File: src/rtl/bps_pkg.sv
// Shared constants and types for the backplane serializer.
// Assumes one T1 frame = F slot + 24 channel octets.
package bps_pkg;
    localparam int ITEMS     = 25;
    localparam int LAST_ITEM = ITEMS - 1;

    typedef logic [4:0] item_t;

    // Where one framer sits at the current bus position.
    typedef struct packed {
        logic       own;
        item_t      item;
        logic [2:0] bitp;
    } pos_t;
endpackage

File: src/rtl/bps_frame_timer.sv
// Frame timer: detects the selected sync transition and counts bus
// positions from it. Assumes sync is synchronous to clk. The count
// parks at BUS_BITS (idle) until the next sync.
module bps_frame_timer #(
    parameter int BUS_BITS = 1024,
    parameter int CNT_W    = $clog2(BUS_BITS + 1)
) (
    input  logic             clk,
    input  logic             rst_n,
    input  logic             fs_in,
    input  logic             fs_fall_sel,
    output logic             frame_start,
    output logic [CNT_W-1:0] bit_cnt
);
    logic fs_q;
    logic fs_seen;

    // Purpose: keep the previous sync level; arm detection after one sample.
    always_ff @(posedge clk) begin
        if (!rst_n) begin
            fs_q    <= 1'b0;
            fs_seen <= 1'b0;
        end else begin
            fs_q    <= fs_in;
            fs_seen <= 1'b1;
        end
    end

    assign frame_start = fs_seen &&
                         (fs_fall_sel ? (fs_q && !fs_in) : (!fs_q && fs_in));

    // Purpose: bus position counter, restarted by sync, saturating at idle.
    always_ff @(posedge clk) begin
        if (!rst_n) begin
            bit_cnt <= CNT_W'(BUS_BITS);
        end else if (frame_start) begin
            bit_cnt <= '0;
        end else if (bit_cnt != CNT_W'(BUS_BITS)) begin
            bit_cnt <= bit_cnt + 1'b1;
        end
    end
endmodule

File: src/rtl/bps_slot_map.sv
// Slot mapper for one framer: from the bus position, the framer's channel
// offset and its bit shift, decides whether the framer owns the position
// and which item and bit it is. Assumes NUM_FRAMERS is a power of two >= 2.
module bps_slot_map
    import bps_pkg::*;
#(
    parameter int NUM_FRAMERS = 4,
    parameter int BUS_BITS    = 1024,
    parameter int CNT_W       = $clog2(BUS_BITS + 1),
    parameter int OFF_W       = 7,
    parameter int BOFF_W      = 3
) (
    input  logic [CNT_W-1:0]  bit_cnt,
    input  logic [OFF_W-1:0]  chan_off,
    input  logic [BOFF_W-1:0] boff,
    input  logic              shift_en,
    output pos_t              pos
);
    localparam int NF_W   = $clog2(NUM_FRAMERS);
    localparam int SLOT_W = CNT_W - 3;
    localparam int EXT_W  = SLOT_W + OFF_W + 1;

    logic [CNT_W-1:0] shift;
    logic [CNT_W-1:0] p;
    logic [SLOT_W-1:0] slot;
    logic [EXT_W-1:0] rel;
    logic [EXT_W-1:0] grp;
    logic in_frame;
    logic above;
    logic lane_ok;

    assign shift    = shift_en ? CNT_W'(boff) : '0;
    assign in_frame = (bit_cnt < CNT_W'(BUS_BITS)) && (bit_cnt >= shift);
    assign p        = bit_cnt - shift;
    assign slot     = p[CNT_W-1:3];
    assign above    = EXT_W'(slot) >= EXT_W'(chan_off);
    assign rel      = EXT_W'(slot) - EXT_W'(chan_off);
    assign lane_ok  = (rel[NF_W-1:0] == '0);
    assign grp      = rel >> NF_W;

    // Purpose: assemble ownership, item index and bit index.
    always_comb begin
        pos.own  = in_frame && above && lane_ok && (grp <= EXT_W'(LAST_ITEM));
        pos.item = (grp <= EXT_W'(LAST_ITEM)) ? grp[4:0] : item_t'(LAST_ITEM);
        pos.bitp = p[2:0];
    end
endmodule

File: src/rtl/bps_parity.sv
// Parity accumulator for one framer: folds in the framer's bits during a
// bus frame and hands the result over at the next sync, where it is held
// for insertion during the whole following frame.
module bps_parity (
    input  logic clk,
    input  logic rst_n,
    input  logic frame_start,
    input  logic acc_en,
    input  logic acc_bit,
    output logic held
);
    logic acc;

    // Purpose: accumulate during the frame, transfer and clear at sync.
    always_ff @(posedge clk) begin
        if (!rst_n) begin
            acc  <= 1'b0;
            held <= 1'b0;
        end else if (frame_start) begin
            held <= acc;
            acc  <= 1'b0;
        end else if (acc_en) begin
            acc  <= acc ^ acc_bit;
        end
    end

    AST_HELD_HOLD: assert property (@(posedge clk) disable iff (!rst_n)
        !frame_start |=> $stable(held));
endmodule

File: src/rtl/t1_bp_serializer.sv
// Backplane serializer top: captures configuration at each sync, maps
// every framer onto the bus, picks the lowest-index owner, inserts parity
// and registers data, signaling and frame pulses. Assumes fr_data/fr_sig
// answer fr_idx within the same cycle.
module t1_bp_serializer
    import bps_pkg::*;
#(
    parameter int NUM_FRAMERS = 4,
    parameter int BUS_BITS    = 1024,
    parameter int OFF_W       = 7,
    parameter int BOFF_W      = 3
) (
    input  logic                                clk,
    input  logic                                rst_n,
    input  logic                                fs_in,
    input  logic                                fs_fall_sel,
    input  logic                                hi_rate,
    input  logic [NUM_FRAMERS-1:0][OFF_W-1:0]   chan_off,
    input  logic [NUM_FRAMERS-1:0][BOFF_W-1:0]  bit_off,
    input  logic [NUM_FRAMERS-1:0]              bit_off_en,
    input  logic                                par_en,
    input  logic                                par_odd,
    input  logic                                par_incl_f,
    input  logic [NUM_FRAMERS-1:0][7:0]         fr_data,
    input  logic [NUM_FRAMERS-1:0]              fr_fbit,
    input  logic [NUM_FRAMERS-1:0][3:0]         fr_sig,
    output logic [NUM_FRAMERS-1:0][4:0]         fr_idx,
    output logic                                ser_out,
    output logic                                sig_out,
    output logic [NUM_FRAMERS-1:0]              fp_out
);
    localparam int CNT_W = $clog2(BUS_BITS + 1);

    logic             frame_start;
    logic [CNT_W-1:0] bit_cnt;

    logic [NUM_FRAMERS-1:0][OFF_W-1:0]  cfg_off;
    logic [NUM_FRAMERS-1:0][BOFF_W-1:0] cfg_boff;
    logic [NUM_FRAMERS-1:0]             cfg_ben;
    logic cfg_hi;
    logic cfg_pen;
    logic cfg_podd;
    logic cfg_pinc;

    logic [NUM_FRAMERS-1:0] lane_own;
    logic [NUM_FRAMERS-1:0] lane_ser;
    logic [NUM_FRAMERS-1:0] lane_sig;
    logic [NUM_FRAMERS-1:0] lane_fp;
    logic ser_nxt;
    logic sig_nxt;

    bps_frame_timer #(.BUS_BITS(BUS_BITS), .CNT_W(CNT_W)) timer_i (
        .clk         (clk),
        .rst_n       (rst_n),
        .fs_in       (fs_in),
        .fs_fall_sel (fs_fall_sel),
        .frame_start (frame_start),
        .bit_cnt     (bit_cnt)
    );

    // Purpose: capture configuration only at a frame boundary.
    always_ff @(posedge clk) begin
        if (!rst_n) begin
            cfg_off  <= '0;
            cfg_boff <= '0;
            cfg_ben  <= '0;
            cfg_hi   <= 1'b0;
            cfg_pen  <= 1'b0;
            cfg_podd <= 1'b0;
            cfg_pinc <= 1'b0;
        end else if (frame_start) begin
            cfg_off  <= chan_off;
            cfg_boff <= bit_off;
            cfg_ben  <= bit_off_en;
            cfg_hi   <= hi_rate;
            cfg_pen  <= par_en;
            cfg_podd <= par_odd;
            cfg_pinc <= par_incl_f;
        end
    end

    for (genvar g = 0; g < NUM_FRAMERS; g++) begin : g_lane
        pos_t pos;
        logic held;
        logic fslot;
        logic dbit;
        logic fval;
        logic s_bit;
        logic q_bit;
        logic acc_en;
        logic acc_bit;

        bps_slot_map #(
            .NUM_FRAMERS (NUM_FRAMERS),
            .BUS_BITS    (BUS_BITS),
            .CNT_W       (CNT_W),
            .OFF_W       (OFF_W),
            .BOFF_W      (BOFF_W)
        ) map_i (
            .bit_cnt  (bit_cnt),
            .chan_off (cfg_off[g]),
            .boff     (cfg_boff[g]),
            .shift_en (cfg_ben[g] && !cfg_hi),
            .pos      (pos)
        );

        bps_parity par_i (
            .clk         (clk),
            .rst_n       (rst_n),
            .frame_start (frame_start),
            .acc_en      (acc_en),
            .acc_bit     (acc_bit),
            .held        (held)
        );

        // Purpose: bit values this framer would drive at the current position.
        always_comb begin
            fslot = (pos.item == '0);
            dbit  = fr_data[g][3'd7 - pos.bitp];
            fval  = cfg_pen ? (held ^ cfg_podd) : fr_fbit[g];
            if (fslot) begin
                s_bit = (pos.bitp == 3'd0) ? fval : 1'b1;
                q_bit = s_bit;
            end else begin
                s_bit = dbit;
                q_bit = pos.bitp[2] ? fr_sig[g][2'd3 - pos.bitp[1:0]] : 1'b1;
            end
            acc_en  = pos.own && (!fslot || ((pos.bitp == 3'd0) && cfg_pinc));
            acc_bit = fslot ? fr_fbit[g] : dbit;
        end

        assign lane_own[g] = pos.own;
        assign lane_ser[g] = s_bit;
        assign lane_sig[g] = q_bit;
        assign lane_fp[g]  = pos.own && fslot && (pos.bitp == 3'd0);
        assign fr_idx[g]   = pos.item;
    end

    // Purpose: lowest-index owner drives the bus; filler otherwise.
    always_comb begin
        ser_nxt = 1'b1;
        sig_nxt = 1'b1;
        for (int k = NUM_FRAMERS - 1; k >= 0; k--) begin
            if (lane_own[k]) begin
                ser_nxt = lane_ser[k];
                sig_nxt = lane_sig[k];
            end
        end
    end

    // Purpose: register the bus outputs.
    always_ff @(posedge clk) begin
        if (!rst_n) begin
            ser_out <= 1'b1;
            sig_out <= 1'b1;
            fp_out  <= '0;
        end else begin
            ser_out <= ser_nxt;
            sig_out <= sig_nxt;
            fp_out  <= lane_fp;
        end
    end

    AST_CNT_RESTART: assert property (@(posedge clk) disable iff (!rst_n)
        frame_start |=> (bit_cnt == '0));
    AST_IDLE_FILLER: assert property (@(posedge clk) disable iff (!rst_n)
        (bit_cnt == CNT_W'(BUS_BITS)) |=> (ser_out && sig_out && (fp_out == '0)));
    AST_CFG_HOLD: assert property (@(posedge clk) disable iff (!rst_n)
        !frame_start |=> ($stable(cfg_off) && $stable(cfg_boff) && $stable(cfg_pen)));
    AST_IDLE_STAYS: assert property (@(posedge clk) disable iff (!rst_n)
        ((bit_cnt == CNT_W'(BUS_BITS)) && !frame_start) |=> (bit_cnt == CNT_W'(BUS_BITS)));
endmodule

File: config.mk
export PLATFORM = sky130hd
export DESIGN_NAME = t1_bp_serializer
export DESIGN_NICKNAME = d
export VERILOG_FILES = /design/src/rtl/bps_pkg.sv /design/src/rtl/bps_frame_timer.sv /design/src/rtl/bps_slot_map.sv /design/src/rtl/bps_parity.sv /design/src/rtl/t1_bp_serializer.sv
export SDC_FILE = /design/constraint.sdc
export NUM_CORES = 1
export LEC_CHECK = 0
export BUFFER_PORTS_ARGS = -buffer_cell sky130_fd_sc_hd__buf_4
export CORE_MARGIN = 4
export CORE_UTILIZATION = 25
export DETAILED_ROUTE_END_ITERATION = 12
export PLACE_DENSITY = 0.52
export SLEW_MARGIN = 20
export SYNTH_ARGS = -nofsm -noshare
export SYNTH_HDL_FRONTEND = slang
export SYNTH_SLANG_ARGS = --single-unit
File: constraint.sdc
create_clock -name clk -period 5.8 [get_ports clk]
set_input_delay 1.16 -clock clk [delete_from_list [all_inputs] [get_ports clk]]
set_output_delay 1.16 -clock clk [all_outputs]
set_load 0.02 [all_outputs]
==> reports/qor.txt <==
# DRC: 0
routed wire length per instance: 16.5 um
die area: 28500 sq um
Initial DRT Pass Iterations: 5
top layer in use: met4
Worst Setup Start Kind: flip-flop
TritonCTS Buffers: 9
final hold vios: 0
share of layout cells above drive strength 1: 0.213
CP peak stage delay: 0.41 ns
die width: 169 um
max_cap viols: 0
Reg2Reg Capture Point: ser_out
Mapped Cells: 837
hold_buf cts: 0
CTS Buffer Depth: 2
CTS clk-pin slew, worst paths: 0.07 ns
VDD IR max: 126 uV
Die H: 169 um
number of global-route vias before repair: 5989
most frequent cells in the layout: nand2_1 (165), buf_4 (137), dfxtp_1 (74)
H-tree lvl count: 3
post-synthesis cell type count: 73
register area share after synthesis: 0.232
Fillers: 2726
Worst Clk Skew: 0.00721 ns
CTS tree: built
Main synth FF type: dfxtp_1
pre-CTS setup slack: 0.573 ns
pwr/cell area: 305 nW/um^2
Metal-1 WL: 10400 um
final worst-path cycle share: 0.946
Reg area: 1500 sq um
met3 wire len: 1120 um
worst hold path stage count: 2
Vias: 6168
Min-Delay Endpoint: cfg_ben[2]
Setup Total Neg Slack: 0 ns
top cells by area, synth: dfxtp_1 (23%), nand2_1 (9.6%), ha_1 (8.1%), a21boi_0 (6.0%), xnor2_1 (4.5%)
Post-synth ARST share: 0
DRT Wirelength: 21200 um
commonest non-fill, non-tap cell in the layout: nand2_1
CP Max Fanout: 7
Max Fclk: 0.182 GHz
R2R cell count: 17
Slew headroom: 0.475
worst path buffer plus inverter count: 1
global router's overall resource usage: 0.148
Tightest Hold Check Type: flip-flop to flip-flop
IO buf count: 129
grt ovf: 0
CORE AREA: 25300 sq um
EDFF count, synth: 0
drt initial violations: 341
unrepaired setup endpoints after global routing: false
pin count of the biggest net entering global routing: 66
reg-to-reg slack, setup: 0.93 ns
WS Path Type: flip-flop to primary output
IO Pins: 130
NumNets Final: 1104
Pins Over Slew Limit: 0
synthesized area: 6470 sq um
Layout Area Growth over Synthesis: 25.6%
global-route wire length before repair: 33600 um
Synth area leader: dfxtp_1
Final WS setup: 0.311 ns
YS warnings: 0
LEAKAGE: 3.33 nW
WP data arrival: 4.33 ns
Via-to-Cell Ratio: 4.80
GPL Wtd Cong: 0.864
Rows: 58
Multi-input gate area: 4710 sq um
Clock Latency Late Sink: 0.36 ns
post-DP HPWL: 16500 um
top cell family by delay on the critical path: simple AND/OR/NAND/NOR gates
hold wc startpoint: cfg_ben[2]
CTS sink cnt: 75
Antenna Nets Post-Route: 0
reg2reg start: cfg_ben[3]
DR WL met2: 9550 um
Critical Path Slowest Stage Cell: fa_1
Antenna diodes: 0
CTS root buffer: clkbuf_16
minimum clock period: 5.49 ns
Initial Util: 0.255
worst-margin pin slew: 0.787 ns
Avg Inst Size Synth: 7.73 sq um
Worst EP required: 4.64 ns
Syn Nets: 991
crit path cell chain: nor2b_1 -> and2_1 -> ha_1 -> fa_1 -> nor2b_1 -> nor3_1 -> xor2_1 -> ha_1 -> o21a_1 -> o31a_1 -> o21a_1 -> or3_1 -> and2_1 -> a21o_2 -> and3b_1 -> buf_4
Setup crit end kind: primary output
run status: finished, final reports clean
flops & latches, synth: 75
initial antenna violation count: 0
Synth top area share: 0.232
Setup violations, final: 0
==> logic make-up (layout without fill, tap and decap cells) <==
family          Yosys count  count (layout)  share of synthesized area
flops                    75              75                      0.232
simple gates            367             367                      0.278
xor+xnor                 58              58                     0.0785
buf+inv                  83             201                     0.0501
mux                      21              21                     0.0561
compound gates          183             183                      0.199
fa+ha+maj                50              50                      0.106
==> worst max-delay path by stage <==
stage | from | end | slack (ns) | cells after the start
floorplan | cfg_hi | fr_idx[11] | 0.89 | 14
global placement | cfg_hi | fr_idx[11] | 0.52 | 16
detailed placement | cfg_hi | fr_idx[11] | 0.57 | 15
CTS | cfg_hi | fr_idx[11] | 0.16 | 15
global route | cfg_ben[3] | fr_idx[17] | 0.02 | 16
finish | cfg_hi | fr_idx[6] | 0.31 | 16
==> worst register-to-register path: stages (launching register included) <==
cell	delay, ns
dfxtp_1	0.34
nor2b_1	0.21
nand2_1	0.11
ha_1	0.31
a21o_1	0.17
a21oi_1	0.32
xnor2_1	0.18
ha_1	0.18
inv_1	0.05
fa_1	0.48
a211oi_2	0.33
o21ai_0	0.16
a311oi_2	0.38
nand4_1	0.15
a21o_1	0.26
mux2i_1	0.14
o311ai_0	0.70
nand4_1	0.23
==> layout make-up <==
type,count,area share
clock buffers,10,0.0294
well taps,330,0.0508
inverters,48,0.0222
multi-input cells,679,0.580
flip-flops and latches,75,0.185
repair buffers,137,0.127
clock inverters,6,0.00662
==> where the power goes <==
group	total, W	internal (W)	switching, W
logic	0.00134	0.000581	0.000760
registers	0.000561	0.000537	0.0000234
clock network	0.000581	0.000311	0.000271
total	0.00248	0.00143	0.00105
==> through the flow <==
| step | power, W | util | hold slack (ns) | instances | area, sq um |
|---|---|---|---|---|---|
| after floorplan | 0.00148 | - | 0.439 | 837 | 6470 |
| after global placement | 0.00188 | 0.307 | 0.451 | 1269 | 7780 |
| after detailed placement | 0.00189 | 0.307 | 0.456 | 1269 | 7780 |
| after CTS | 0.00248 | 0.319 | 0.466 | 1285 | 8070 |
| after global routing | 0.00266 | 0.321 | 0.486 | 1285 | 8130 |
| final | 0.00248 | 0.321 | 0.462 | 1285 | 8130 |
==> Yosys cell counts, types with 3 or more instances <==
cell	number
a21oi_1	25
nor4_1	7
o21a_1	8
nand3b_1	4
mux2i_1	7
nand4b_1	3
or2_2	5
clkbuf_1	29
a211oi_1	11
ha_1	42
xnor2_1	33
and3_1	11
a311oi_1	4
a21o_1	13
a21boi_0	52
nand3_1	14
nand4_1	14
xor2_1	25
nor3b_1	5
nor2b_1	15
or3_1	8
mux4_2	12
and2_1	9
fa_1	8
nor3_1	16
o21ai_0	26
or3b_2	5
nand2_1	165
nand2b_1	17
inv_1	48
a31oi_1	4
nor2_1	54
buf_1	3
o31a_1	5
a211o_1	5
dfxtp_1	75
o211ai_1	6
==> timing repair <==
item,CTS,global route
buffers inserted,0,0
endpoints found under the setup margin,0,6
gates resized for setup,0,14
==> flip-flops by register name, summed over array words and instances (netlist names), 4 cells and up <==
signal and count:
cfg_off 28, cfg_boff 12, timer_i.bit_cnt 11, cfg_ben 4, fp_out 4, g_lane.par_i.acc 4, g_lane.par_i.held 4
==> layer usage <==
| layer | vias up | track usage |
|---|---|---|
| li1 | 3164 | - |
| met1 | 2859 | 0.212 |
| met2 | 134 | 0.231 |
| met3 | 11 | 0.0278 |
| met4 | 0 | 0.0311 |
| met5 | - | 0 |
No activity file was read; power rests on OpenSTA's default activity.
